<file path="config.mk">
export PLATFORM = sky130hd
export DESIGN_NAME = sram_strobe_ctrl
export DESIGN_NICKNAME = d
export VERILOG_FILES = /design/src/rtl/sram_strobe_pkg.sv /design/src/rtl/sst_phase_timer.sv /design/src/rtl/sst_seq.sv /design/src/rtl/sst_datapath.sv /design/src/rtl/sram_strobe_ctrl.sv
export SDC_FILE = /design/constraint.sdc
export NUM_CORES = 1
export LEC_CHECK = 0
export ABC_AREA = 1
export BUFFER_PORTS_ARGS = -buffer_cell sky130_fd_sc_hd__buf_2
export CAP_MARGIN = 20
export CORE_MARGIN = 4
export CORE_UTILIZATION = 51
export DETAILED_ROUTE_END_ITERATION = 7
export GPL_ROUTABILITY_DRIVEN = 0
export GPL_TIMING_DRIVEN = 0
export PLACE_DENSITY_LB_ADDON = 0.08
export SLEW_MARGIN = 20
export SYNTH_ARGS = -nofsm -noshare
export SYNTH_HDL_FRONTEND = slang
export SYNTH_HIERARCHICAL = 1
export SYNTH_SLANG_ARGS = --single-unit
export TNS_END_PERCENT = 1
</file>
<file path="constraint.sdc">
create_clock -name clk -period 4.4 [get_ports clk]
set_input_delay 0.88 -clock clk [delete_from_list [all_inputs] [get_ports clk]]
set_output_delay 0.88 -clock clk [all_outputs]
set_load 0.02 [all_outputs]
</file>
<file path="src/rtl/sram_strobe_pkg.sv">
package sram_strobe_pkg;

  typedef enum logic [2:0] {
    ST_IDLE  = 3'd0,
    ST_READ  = 3'd1,
    ST_TURN  = 3'd2,
    ST_WRITE = 3'd3,
    ST_RECOV = 3'd4
  } seq_state_t;

  // Whole clocks covering a nanosecond minimum, never fewer than one.
  function automatic int unsigned ns_to_cyc(input int unsigned ns, input int unsigned clk_ns);
    int unsigned c;
    c = (ns + clk_ns - 1) / clk_ns;
    return (c == 0) ? 1 : c;
  endfunction

  function automatic int unsigned max2(input int unsigned a, input int unsigned b);
    return (a > b) ? a : b;
  endfunction

endpackage

</file>
<file path="src/rtl/sst_phase_timer.sv">
module sst_phase_timer #(
  parameter int unsigned CNT_W = 4
) (
  input  logic             clk,
  input  logic             rst_n,
  input  logic             load,
  input  logic [CNT_W-1:0] load_val,
  output logic             done
);

  logic [CNT_W-1:0] cnt_q;
  logic [CNT_W-1:0] cnt_d;
  logic             cnt_en;

  always_comb begin
    cnt_en = load || (cnt_q != '0);
    if (load) begin
      cnt_d = load_val;
    end else begin
      cnt_d = cnt_q - 1'b1;
    end
  end

  always_ff @(posedge clk or negedge rst_n) begin
    if (!rst_n) begin
      cnt_q <= '0;
    end else if (cnt_en) begin
      cnt_q <= cnt_d;
    end
  end

  assign done = (cnt_q == '0);

endmodule

</file>
<file path="src/rtl/sst_seq.sv">
module sst_seq
  import sram_strobe_pkg::*;
#(
  parameter int unsigned RD_CYC  = 6,
  parameter int unsigned TA_CYC  = 3,
  parameter int unsigned WR_CYC  = 5,
  parameter int unsigned REC_CYC = 1,
  parameter int unsigned CNT_W   = 3
) (
  input  logic             clk,
  input  logic             rst_n,
  input  logic             req_valid,
  input  logic             req_write,
  input  logic             mask_zero,
  input  logic             timer_done,
  output seq_state_t       state,
  output logic             req_ready,
  output logic             accept,
  output logic             timer_load,
  output logic [CNT_W-1:0] timer_val,
  output logic             capture,
  output logic             zero_rsp
);

  localparam logic [CNT_W-1:0] RD_LD  = CNT_W'(RD_CYC - 1);
  localparam logic [CNT_W-1:0] TA_LD  = CNT_W'(TA_CYC - 1);
  localparam logic [CNT_W-1:0] WR_LD  = CNT_W'(WR_CYC - 1);
  localparam bit               HAS_REC = (REC_CYC > 0);
  localparam logic [CNT_W-1:0] REC_LD = HAS_REC ? CNT_W'(REC_CYC - 1) : '0;

  seq_state_t state_q;
  seq_state_t state_d;

  assign req_ready = (state_q == ST_IDLE);
  assign accept    = req_valid && req_ready;
  assign state     = state_q;

  always_comb begin
    state_d    = state_q;
    timer_load = 1'b0;
    timer_val  = '0;
    capture    = 1'b0;
    zero_rsp   = 1'b0;
    unique case (state_q)
      ST_IDLE: begin
        if (accept) begin
          if (mask_zero) begin
            zero_rsp = !req_write;
          end else if (req_write) begin
            state_d    = ST_WRITE;
            timer_load = 1'b1;
            timer_val  = WR_LD;
          end else begin
            state_d    = ST_READ;
            timer_load = 1'b1;
            timer_val  = RD_LD;
          end
        end
      end
      ST_READ: begin
        if (timer_done) begin
          capture    = 1'b1;
          state_d    = ST_TURN;
          timer_load = 1'b1;
          timer_val  = TA_LD;
        end
      end
      ST_TURN: begin
        if (timer_done) begin
          state_d = ST_IDLE;
        end
      end
      ST_WRITE: begin
        if (timer_done) begin
          if (HAS_REC) begin
            state_d    = ST_RECOV;
            timer_load = 1'b1;
            timer_val  = REC_LD;
          end else begin
            state_d = ST_IDLE;
          end
        end
      end
      ST_RECOV: begin
        if (timer_done) begin
          state_d = ST_IDLE;
        end
      end
      default: begin
        state_d = ST_IDLE;
      end
    endcase
  end

  always_ff @(posedge clk or negedge rst_n) begin
    if (!rst_n) begin
      state_q <= ST_IDLE;
    end else begin
      state_q <= state_d;
    end
  end

  AST_PHASE_HELD: assert property (@(posedge clk) disable iff (!rst_n)
    (state_q != ST_IDLE && !timer_done) |=> (state_q == $past(state_q)));

  AST_TURN_TO_IDLE: assert property (@(posedge clk) disable iff (!rst_n)
    (state_q == ST_TURN && !timer_done) |=> !req_ready);

endmodule

</file>
<file path="src/rtl/sst_datapath.sv">
module sst_datapath #(
  parameter int unsigned ADDR_W = 20,
  parameter int unsigned LANE_W = 8
) (
  input  logic                  clk,
  input  logic                  rst_n,
  input  logic                  accept,
  input  logic [ADDR_W-1:0]     req_addr,
  input  logic [2*LANE_W-1:0]   req_wdata,
  input  logic [1:0]            req_be,
  input  logic                  strobe,
  input  logic                  capture,
  input  logic                  zero_rsp,
  input  logic [2*LANE_W-1:0]   mem_dq_in,
  output logic                  mask_zero,
  output logic [ADDR_W-1:0]     addr_q,
  output logic [2*LANE_W-1:0]   wdata_q,
  output logic [1:0]            lane_n,
  output logic                  rsp_valid,
  output logic [2*LANE_W-1:0]   rsp_rdata
);

  localparam int unsigned DATA_W = 2 * LANE_W;

  logic [1:0]        be_q;
  logic [DATA_W-1:0] rd_masked;
  logic [DATA_W-1:0] rdata_d;
  logic              rdata_en;
  logic              rsp_d;

  assign mask_zero = (req_be == 2'b00);

  always_ff @(posedge clk or negedge rst_n) begin
    if (!rst_n) begin
      addr_q  <= '0;
      wdata_q <= '0;
      be_q    <= '0;
    end else if (accept) begin
      addr_q  <= req_addr;
      wdata_q <= req_wdata;
      be_q    <= req_be;
    end
  end

  for (genvar i = 0; i < 2; i++) begin : g_lane
    assign lane_n[i] = !(strobe && be_q[i]);
    assign rd_masked[i*LANE_W +: LANE_W] = be_q[i] ? mem_dq_in[i*LANE_W +: LANE_W] : '0;
  end

  always_comb begin
    rdata_en = capture || zero_rsp;
    rdata_d  = capture ? rd_masked : '0;
    rsp_d    = capture || zero_rsp;
  end

  always_ff @(posedge clk or negedge rst_n) begin
    if (!rst_n) begin
      rsp_rdata <= '0;
    end else if (rdata_en) begin
      rsp_rdata <= rdata_d;
    end
  end

  always_ff @(posedge clk or negedge rst_n) begin
    if (!rst_n) begin
      rsp_valid <= 1'b0;
    end else begin
      rsp_valid <= rsp_d;
    end
  end

  AST_LANE_IDLE_OFF: assert property (@(posedge clk) disable iff (!rst_n)
    !strobe |-> (lane_n == 2'b11));

endmodule

</file>
<file path="src/rtl/sram_strobe_ctrl.sv">
module sram_strobe_ctrl
  import sram_strobe_pkg::*;
#(
  parameter int unsigned ADDR_W  = 20,
  parameter int unsigned LANE_W  = 8,
  parameter int unsigned CLK_NS  = 10,
  parameter int unsigned T_RC_NS = 55,
  parameter int unsigned T_OE_NS = 30,
  parameter int unsigned T_HZ_NS = 25,
  parameter int unsigned T_WP_NS = 45,
  parameter int unsigned T_DW_NS = 25,
  parameter int unsigned T_BW_NS = 50,
  parameter int unsigned T_WC_NS = 55
) (
  input  logic                clk,
  input  logic                rst_n,
  input  logic                req_valid,
  output logic                req_ready,
  input  logic                req_write,
  input  logic [ADDR_W-1:0]   req_addr,
  input  logic [2*LANE_W-1:0] req_wdata,
  input  logic [1:0]          req_be,
  output logic                rsp_valid,
  output logic [2*LANE_W-1:0] rsp_rdata,
  output logic [ADDR_W-1:0]   mem_addr,
  output logic                mem_ce1_n,
  output logic                mem_ce2,
  output logic                mem_oe_n,
  output logic                mem_we_n,
  output logic                mem_lb_n,
  output logic                mem_ub_n,
  output logic [2*LANE_W-1:0] mem_dq_out,
  output logic                mem_dq_oe,
  input  logic [2*LANE_W-1:0] mem_dq_in
);

  localparam int unsigned RD_CYC  = max2(ns_to_cyc(T_RC_NS, CLK_NS), ns_to_cyc(T_OE_NS, CLK_NS));
  localparam int unsigned TA_CYC  = ns_to_cyc(T_HZ_NS, CLK_NS);
  localparam int unsigned WR_CYC  = max2(max2(ns_to_cyc(T_WP_NS, CLK_NS), ns_to_cyc(T_DW_NS, CLK_NS)),
                                         ns_to_cyc(T_BW_NS, CLK_NS));
  localparam int unsigned WC_CYC  = ns_to_cyc(T_WC_NS, CLK_NS);
  localparam int unsigned REC_CYC = (WC_CYC > WR_CYC) ? (WC_CYC - WR_CYC) : 0;
  localparam int unsigned MAX_CYC = max2(max2(RD_CYC, TA_CYC), max2(WR_CYC, REC_CYC));
  localparam int unsigned CNT_W   = $clog2(MAX_CYC + 1);
  localparam int unsigned MON_W   = CNT_W + 1;

  seq_state_t       state;
  logic             accept;
  logic             timer_load;
  logic [CNT_W-1:0] timer_val;
  logic             timer_done;
  logic             capture;
  logic             zero_rsp;
  logic             mask_zero;
  logic             in_read;
  logic             in_write;
  logic [1:0]       lane_n;

  sst_phase_timer #(.CNT_W(CNT_W)) u_timer (
    .clk      (clk),
    .rst_n    (rst_n),
    .load     (timer_load),
    .load_val (timer_val),
    .done     (timer_done)
  );

  sst_seq #(
    .RD_CYC  (RD_CYC),
    .TA_CYC  (TA_CYC),
    .WR_CYC  (WR_CYC),
    .REC_CYC (REC_CYC),
    .CNT_W   (CNT_W)
  ) u_seq (
    .clk        (clk),
    .rst_n      (rst_n),
    .req_valid  (req_valid),
    .req_write  (req_write),
    .mask_zero  (mask_zero),
    .timer_done (timer_done),
    .state      (state),
    .req_ready  (req_ready),
    .accept     (accept),
    .timer_load (timer_load),
    .timer_val  (timer_val),
    .capture    (capture),
    .zero_rsp   (zero_rsp)
  );

  assign in_read  = (state == ST_READ);
  assign in_write = (state == ST_WRITE);

  sst_datapath #(.ADDR_W(ADDR_W), .LANE_W(LANE_W)) u_dp (
    .clk       (clk),
    .rst_n     (rst_n),
    .accept    (accept),
    .req_addr  (req_addr),
    .req_wdata (req_wdata),
    .req_be    (req_be),
    .strobe    (in_read || in_write),
    .capture   (capture),
    .zero_rsp  (zero_rsp),
    .mem_dq_in (mem_dq_in),
    .mask_zero (mask_zero),
    .addr_q    (mem_addr),
    .wdata_q   (mem_dq_out),
    .lane_n    (lane_n),
    .rsp_valid (rsp_valid),
    .rsp_rdata (rsp_rdata)
  );

  assign mem_ce1_n = 1'b0;
  assign mem_ce2   = 1'b1;
  assign mem_oe_n  = !in_read;
  assign mem_we_n  = !in_write;
  assign mem_dq_oe = in_write;
  assign mem_lb_n  = lane_n[0];
  assign mem_ub_n  = lane_n[1];

  // Run-length monitors for the timing assertions below.
  localparam logic [MON_W-1:0] MON_MAX = '1;
  logic [MON_W-1:0] oe_low_run;
  logic [MON_W-1:0] we_low_run;
  logic [MON_W-1:0] oe_high_run;

  always_ff @(posedge clk or negedge rst_n) begin
    if (!rst_n) begin
      oe_low_run  <= '0;
      we_low_run  <= '0;
      oe_high_run <= MON_MAX;
    end else begin
      oe_low_run  <= !mem_oe_n ? ((oe_low_run == MON_MAX) ? MON_MAX : oe_low_run + 1'b1) : '0;
      we_low_run  <= !mem_we_n ? ((we_low_run == MON_MAX) ? MON_MAX : we_low_run + 1'b1) : '0;
      oe_high_run <= mem_oe_n ? ((oe_high_run == MON_MAX) ? MON_MAX : oe_high_run + 1'b1) : '0;
    end
  end

  AST_READ_LEN: assert property (@(posedge clk) disable iff (!rst_n)
    $rose(mem_oe_n) |-> (oe_low_run == MON_W'(RD_CYC)));

  AST_WRITE_LEN: assert property (@(posedge clk) disable iff (!rst_n)
    $rose(mem_we_n) |-> (we_low_run == MON_W'(WR_CYC)));

  AST_WRITE_ADDR_STABLE: assert property (@(posedge clk) disable iff (!rst_n)
    (!mem_we_n && !$past(mem_we_n)) |-> $stable(mem_addr) && $stable(mem_dq_out));

  AST_DRIVE_GAP: assert property (@(posedge clk) disable iff (!rst_n)
    $rose(mem_dq_oe) |-> (oe_high_run > MON_W'(TA_CYC)));

  AST_OE_HIGH_IN_WRITE: assert property (@(posedge clk) disable iff (!rst_n)
    !mem_we_n |-> mem_oe_n);

  AST_RSP_AFTER_READ: assert property (@(posedge clk) disable iff (!rst_n)
    (rsp_valid && !$past(zero_rsp)) |-> $rose(mem_oe_n) || $past(capture));

endmodule

</file>
# After elaboration in Yosys (flattened, before gate mapping)

Cells that the tools add are included.

Flip-flop bits (word level): 61
Latch bits: 0
RAM bits: 0
Bits in read-only memories: 0
Input port bits: 58
Output and inout port bits: 61
Logic and storage cells: 59
Memories kept: 0

$add $sub $neg: 1
$mul: 0
Divide/modulo/power cells: 0
$lt $le $gt $ge: 0
Equal/unequal tests: 9
Shifts and indexed selects: 0
Muxes and demuxes: 24
Bitwise gates (word level): 0
Reductions and logical operators: 18

Operators by type and width:

| cell                                                                  | number |
|---|---|
| 3-bit two-way mux                                                     | 8 |
| 16-bit two-way mux                                                    | 1 |
| 8-bit two-way mux                                                     | 2 |
| 3-bit one-hot mux with 4 select lines                                 | 1 |
| 1-bit two-way mux                                                     | 8 |
| 2-bit != test, second input constant                                  | 4 |
| 3-bit by 2-bit equality test with 1-bit output, second input constant | 2 |
| 3-bit zero test                                                       | 2 |
| 3-bit one-hot mux with 2 select lines                                 | 1 |
| 1-bit zero test                                                       | 5 |
| 5-bit AND reduction                                                   | 1 |
| 2-bit two-way mux                                                     | 2 |
| 2-bit OR reduction                                                    | 2 |
| 3-bit by 1-bit equality test with 1-bit output, second input constant | 1 |
| 3-bit equality test, second input constant                            | 1 |
| 1-bit logical AND                                                     | 3 |
| 1-bit logical OR                                                      | 3 |
| 3-bit nonzero test                                                    | 1 |
| 3-bit by 1-bit subtractor with 3-bit output, second input constant    | 1 |
| 2-bit zero test                                                       | 1 |
| 2-bit by 1-bit != test with 1-bit output, second input constant       | 1 |
| 1-bit one-hot mux with 2 select lines                                 | 1 |

# Longest topological paths before layout

Depth in word-level cells: 5
Gate-level depth with buffers: 11
Gate-level depth less buffers: 10

# By module

Netlist, hierarchy kept.

By module, submodules not included:

| module           | instances | cells an instance | area an instance (sq um) | sequential area each (sq um) |
|---|---|---|---|---|
| sst_datapath     | 1         | 235               | 2,194.6                  | 1,376.3 |
| sst_seq          | 1         | 37                | 247.7                    | 75.1 |
| sst_phase_timer  | 1         | 32                | 207.7                    | 75.1 |
| sram_strobe_ctrl | 1         | 12                | 55.1                     | 0.0 |

# Worst setup path before layout

No wires, ideal clock.

Kind: input port to flip-flop
Start: in req_valid
End: reg u_timer.cnt_q[1]
Setup time: 0.117 ns
Arrival: 1.755 ns
Data required time: 4.283 ns
Path slack: 2.528 ns
Stages: 7
Path buffers: 0
Path through: inv_2 -> nor3_4 -> nand2_2 -> o21ai_0 -> o21ai_0 -> nand2_1 -> nand2_1

Longest elaborated chain between the ends: 4
Elaborated cells on any way between the ends: 7
Classes of those cells: 5 x mux; 2 x reduce/logical

Ends and longest elaborated chain:

| element                                                      | line                                         | source |
|---|---|---|
| from (decl)                                                  | sram_strobe_ctrl.sv:17                       | `input logic req_valid,` |
| 1-bit logical AND *                                          | sst_seq.sv:35                                | `assign accept = req_valid && req_ready;` |
| net accept                                                   | sram_strobe_ctrl.sv:48                       | `logic accept;` |
| 1-bit two-way mux *                                          | sst_seq.sv:46                                | `if (accept) begin` |
| 1-bit one-hot mux with 2 select lines *                      | sst_seq.sv:44                                | `unique case (state_q)` |
| net timer_load                                               | sram_strobe_ctrl.sv:49                       | `logic timer_load;` |
| 3-bit two-way mux / 1-bit logical OR (equally long branches) | sst_phase_timer.sv:17, sst_phase_timer.sv:16 |  |
| to (signal assigned)                                         | sst_phase_timer.sv:28                        | `cnt_q <= cnt_d;` |
| to (decl)                                                    | sst_phase_timer.sv:11                        | `logic [CNT_W-1:0] cnt_q;` |

Mark *: on every way through the listed nets, which the timed path passes. The rest lies on a longest branch.
A chain may end at the register's enable or synchronous reset.

# Worst setup path after layout

Start: reg u_seq.state_q[1] (netlist: u_seq/state[1])
End: out req_ready

Longest elaborated chain between the ends: 1

Ends and longest elaborated chain:

| element                | line                   | source |
|---|---|---|
| from (decl)            | sst_seq.sv:31          | `seq_state_t state_q;` |
| from (signal assigned) | sst_seq.sv:99          | `state_q <= state_d;` |
| 3-bit zero test        | sst_seq.sv:34          | `assign req_ready = (state_q == ST_IDLE);` |
| to (decl)              | sram_strobe_ctrl.sv:18 | `output logic req_ready,` |

Every way passes these cells.

==> key figures <==
Clock network
  • H-tree Lvls: 3
  • Worst-path clk slew: 60 ps
  • CTS Hold Buffers Added: 0
  • Setup bufs post-CTS: 0
  • Root buffer cell: clkbuf_8
  • CTS Buf Count: 9
  • Clk Latency, worst-skew pair: 330 ps
  • CTS sink cnt: 61
  • Clock tree buffer depth: 2
  • CTS tree: yes
  • Cts repair resizes: 0

Global route
  • First-pass GRT wire length: 9640 µm
  • GRT Util Overall: 19.2%
  • Largest net degree at the start of global routing: 62
  • Initial antenna violation count: 0
  • Gr ovfl total: 0
  • Vias in the first global route: 2209

Finish
  • Syn-to-layout area delta: 31.4%
  • Final Util: 69.1%
  • # diodes: 0
  • Layout cells sized above 1: 34.8%
  • Layout Nets: 503

Place
  • Post-DP HPWL: 4410 µm
  • Buffers on Ports: 116

Yosys
  • Syn. warnings: 6
  • Largest area contributor in the netlist: dfrtp_1
  • Top FF cell, synth: dfrtp_1
  • Post-Synthesis Cells: 316
  • Synth top area cells: dfrtp_1 56%, nand2_1 13%, o21ai_0 7.8%
  • Post-synthesis sequential area ratio: 56.4%
  • Distinct cell type count after synthesis: 23
  • Synth cell count leaders: 96 x nand2_1, 61 x dfrtp_1, 52 x inv_1, 42 x o21ai_0, 21 x nand3_1
  • EDFF count, synth: 0
  • Number of synthesized register bits: 61
  • Post-Syn Area: 2710 µm²
  • Async SR Flop Fraction: 100%
  • Post-Syn Nets: 376
  • Yosys top cell area share: 56.4%
  • Count leader, synth: nand2_1
  • Syn avg cell area: 8.56 µm²

Timing
  • Slew margin rel.: 48.8%
  • Slew Viols, Final: 0
  • Hold Fails Final Rpt: 0
  • Min Tclk post-route: 2200 ps
  • # setup viols final: 0
  • Fin crit share: 49.9%
  • Layout Skew: 8.04 ps
  • Final TNS setup: 0 ps
  • Fmax: 455 MHz
  • Worst-Margin Slew: 768 ps
  • RSZ-0062 raised after global routing: false

Min path
  • Worst hold endpoint: u_dp/rsp_rdata[10]
  • Hold Crit Class: register to register
  • Hold path cells: 2
  • Hold Crit Start: u_dp/rsp_rdata[10]

Setup path
  • FF-to-FF setup slack: 2390 ps
  • Reg2reg start: u_timer/cnt_q[0]
  • Worst EP arrival: 1320 ps
  • Crit path required time: 3520 ps
  • Crit path cell chain: inv_1 -> nand2_2 -> nor2_2 -> buf_2
  • Slowest cell on crit path: dfrtp_1
  • R2R Path End: u_timer/cnt_q[1]
  • Crit end category: output pin
  • Cell depth of the worst flop-to-flop path: 9
  • CP max stage delay: 450 ps
  • Worst-path fanout max: 7
  • WS Path Type: register to output pin
  • Startpoint Class: register

Route
  • Router iterations before antenna repair: 4
  • Overall routed net length: 6040 µm
  • Mean routed wirelength per cell: 11.7 µm
  • Detailed Route Iter0 Violations: 70
  • DRC: 0
  • Final ANT Viol Nets: 0
  • Vias: 2379
  • Vias per Instance: 4.59

Die
  • Die H: 80.8 µm
  • Cell row count: 26
  • Die X: 80.8 µm
  • Core Footprint: 5140 µm²
  • Die area: 6530 µm²
  • Ports: 119
  • Starting Density: 52.6%

Power and ir drop
  • Worst vdd ir: 0.347 mV
  • Pwr/cell area: 780 nW/µm²
  • Leak: 2.04 nW

Flow run
  • Maxcap violations: 0

Outcome
  • Status: completed
cell families after synthesis:
logic type               count (synthesis)  synth area share (%)
buffers and inverters                   72                  12.6
AND/OR/NAND/NOR                        134                  21.5
other                                    2                 0.278
adder cells (fa/ha/maj)                  2                 0.925
flip-flops                              61                  56.4
AO/OA/AOI/OAI                           45                  8.33
final cells by class:
cell class	instances	area [µm²]
Timing Repair Buffer	116	583
Clock buffer	12	155
Multi-Input combinational cell	183	838
Buffer	16	130
Inverter	56	210
Clock inverter	4	22.5
Sequential cell	61	1530
Tap cell	70	87.6
Fill cell	455	1590
worst max-delay path, delay by kind of cell (launching register included):
| kind | cells | cell delay (ps) |
|---|---|---|
| buffers and inverters | 2 | 320 |
| and+or+nand+nor | 2 | 220 |
| DFF | 1 | 450 |
through the flow:
stage          power [mW]  instances  setup WS (ps)  cell area, µm²  hold slack, ps
5_1_grt              3.01        518           2100            3550             487
6_report             2.77        518           2200            3550             467
3_5_place_dp         2.36        502           2210            3380             454
3_3_place_gp         2.32        502           2200            3370             449
2_1_floorplan        1.90        316           2530            2710             449
4_1_cts              2.81        518           2190            3550             470
power by group:
| group | total (mW) | switching [mW] | internal, mW |
|---|---|---|---|
| combinational | 1.35 | 0.889 | 0.459 |
| clock | 0.439 | 0.207 | 0.232 |
| sequential | 0.985 | 0.147 | 0.838 |
cell usage in the layout (no fill, tap or decap):
cell type / instances
buf_6: 5
nor3_4: 1
inv_1: 52
nor3_1: 2
buf_2: 117
nand2_2: 5
nand3_1: 21
clkbuf_1: 4
nand2_1: 96
nor2_8: 1
nor2_2: 2
o21ai_1: 1
nor2_1: 5
and3_1: 1
ha_1: 2
clkinv_1: 1
clkinvlp_4: 1
o21ai_0: 42
clkbuf_8: 11
conb_1: 2
buf_8: 1
inv_2: 3
clkinv_2: 3
a21oi_1: 2
buf_4: 6
dfrtp_1: 61
flip-flops by register name, indices dropped and copies added (netlist names):
register        flops
u_dp/rsp_valid      1
u_dp/be_q           2
u_dp/rsp_rdata     16
u_dp/wdata_q       16
u_seq/state         3
u_dp/addr_q        20
u_timer/cnt_q       3
per-layer routing:
layer  vias up  GRT usage, %  part of all wire, %
li1       1208             -                    -
met1      1089          23.4                   42
met2        76          31.2                   48
met3         6          7.10                  9.6
met4         0          6.76                 0.88
met5         -             0                    0
worst max path at each step:
stage                                 from               end  slack (ps)  depth (start not counted)
after CTS                   u_seq/state[1]         req_ready        2190                          4
after global placement           req_valid  u_timer/cnt_q[1]        2200                          8
after detailed placement         req_valid  u_timer/cnt_q[1]        2210                          8
final                       u_seq/state[1]         req_ready        2200                          4
after global routing      u_timer/cnt_q[0]  u_timer/cnt_q[1]        2100                          9
after floorplan                  req_valid  u_timer/cnt_q[1]        2530                          7
Note: power is estimated with default switching activity, not from simulation.
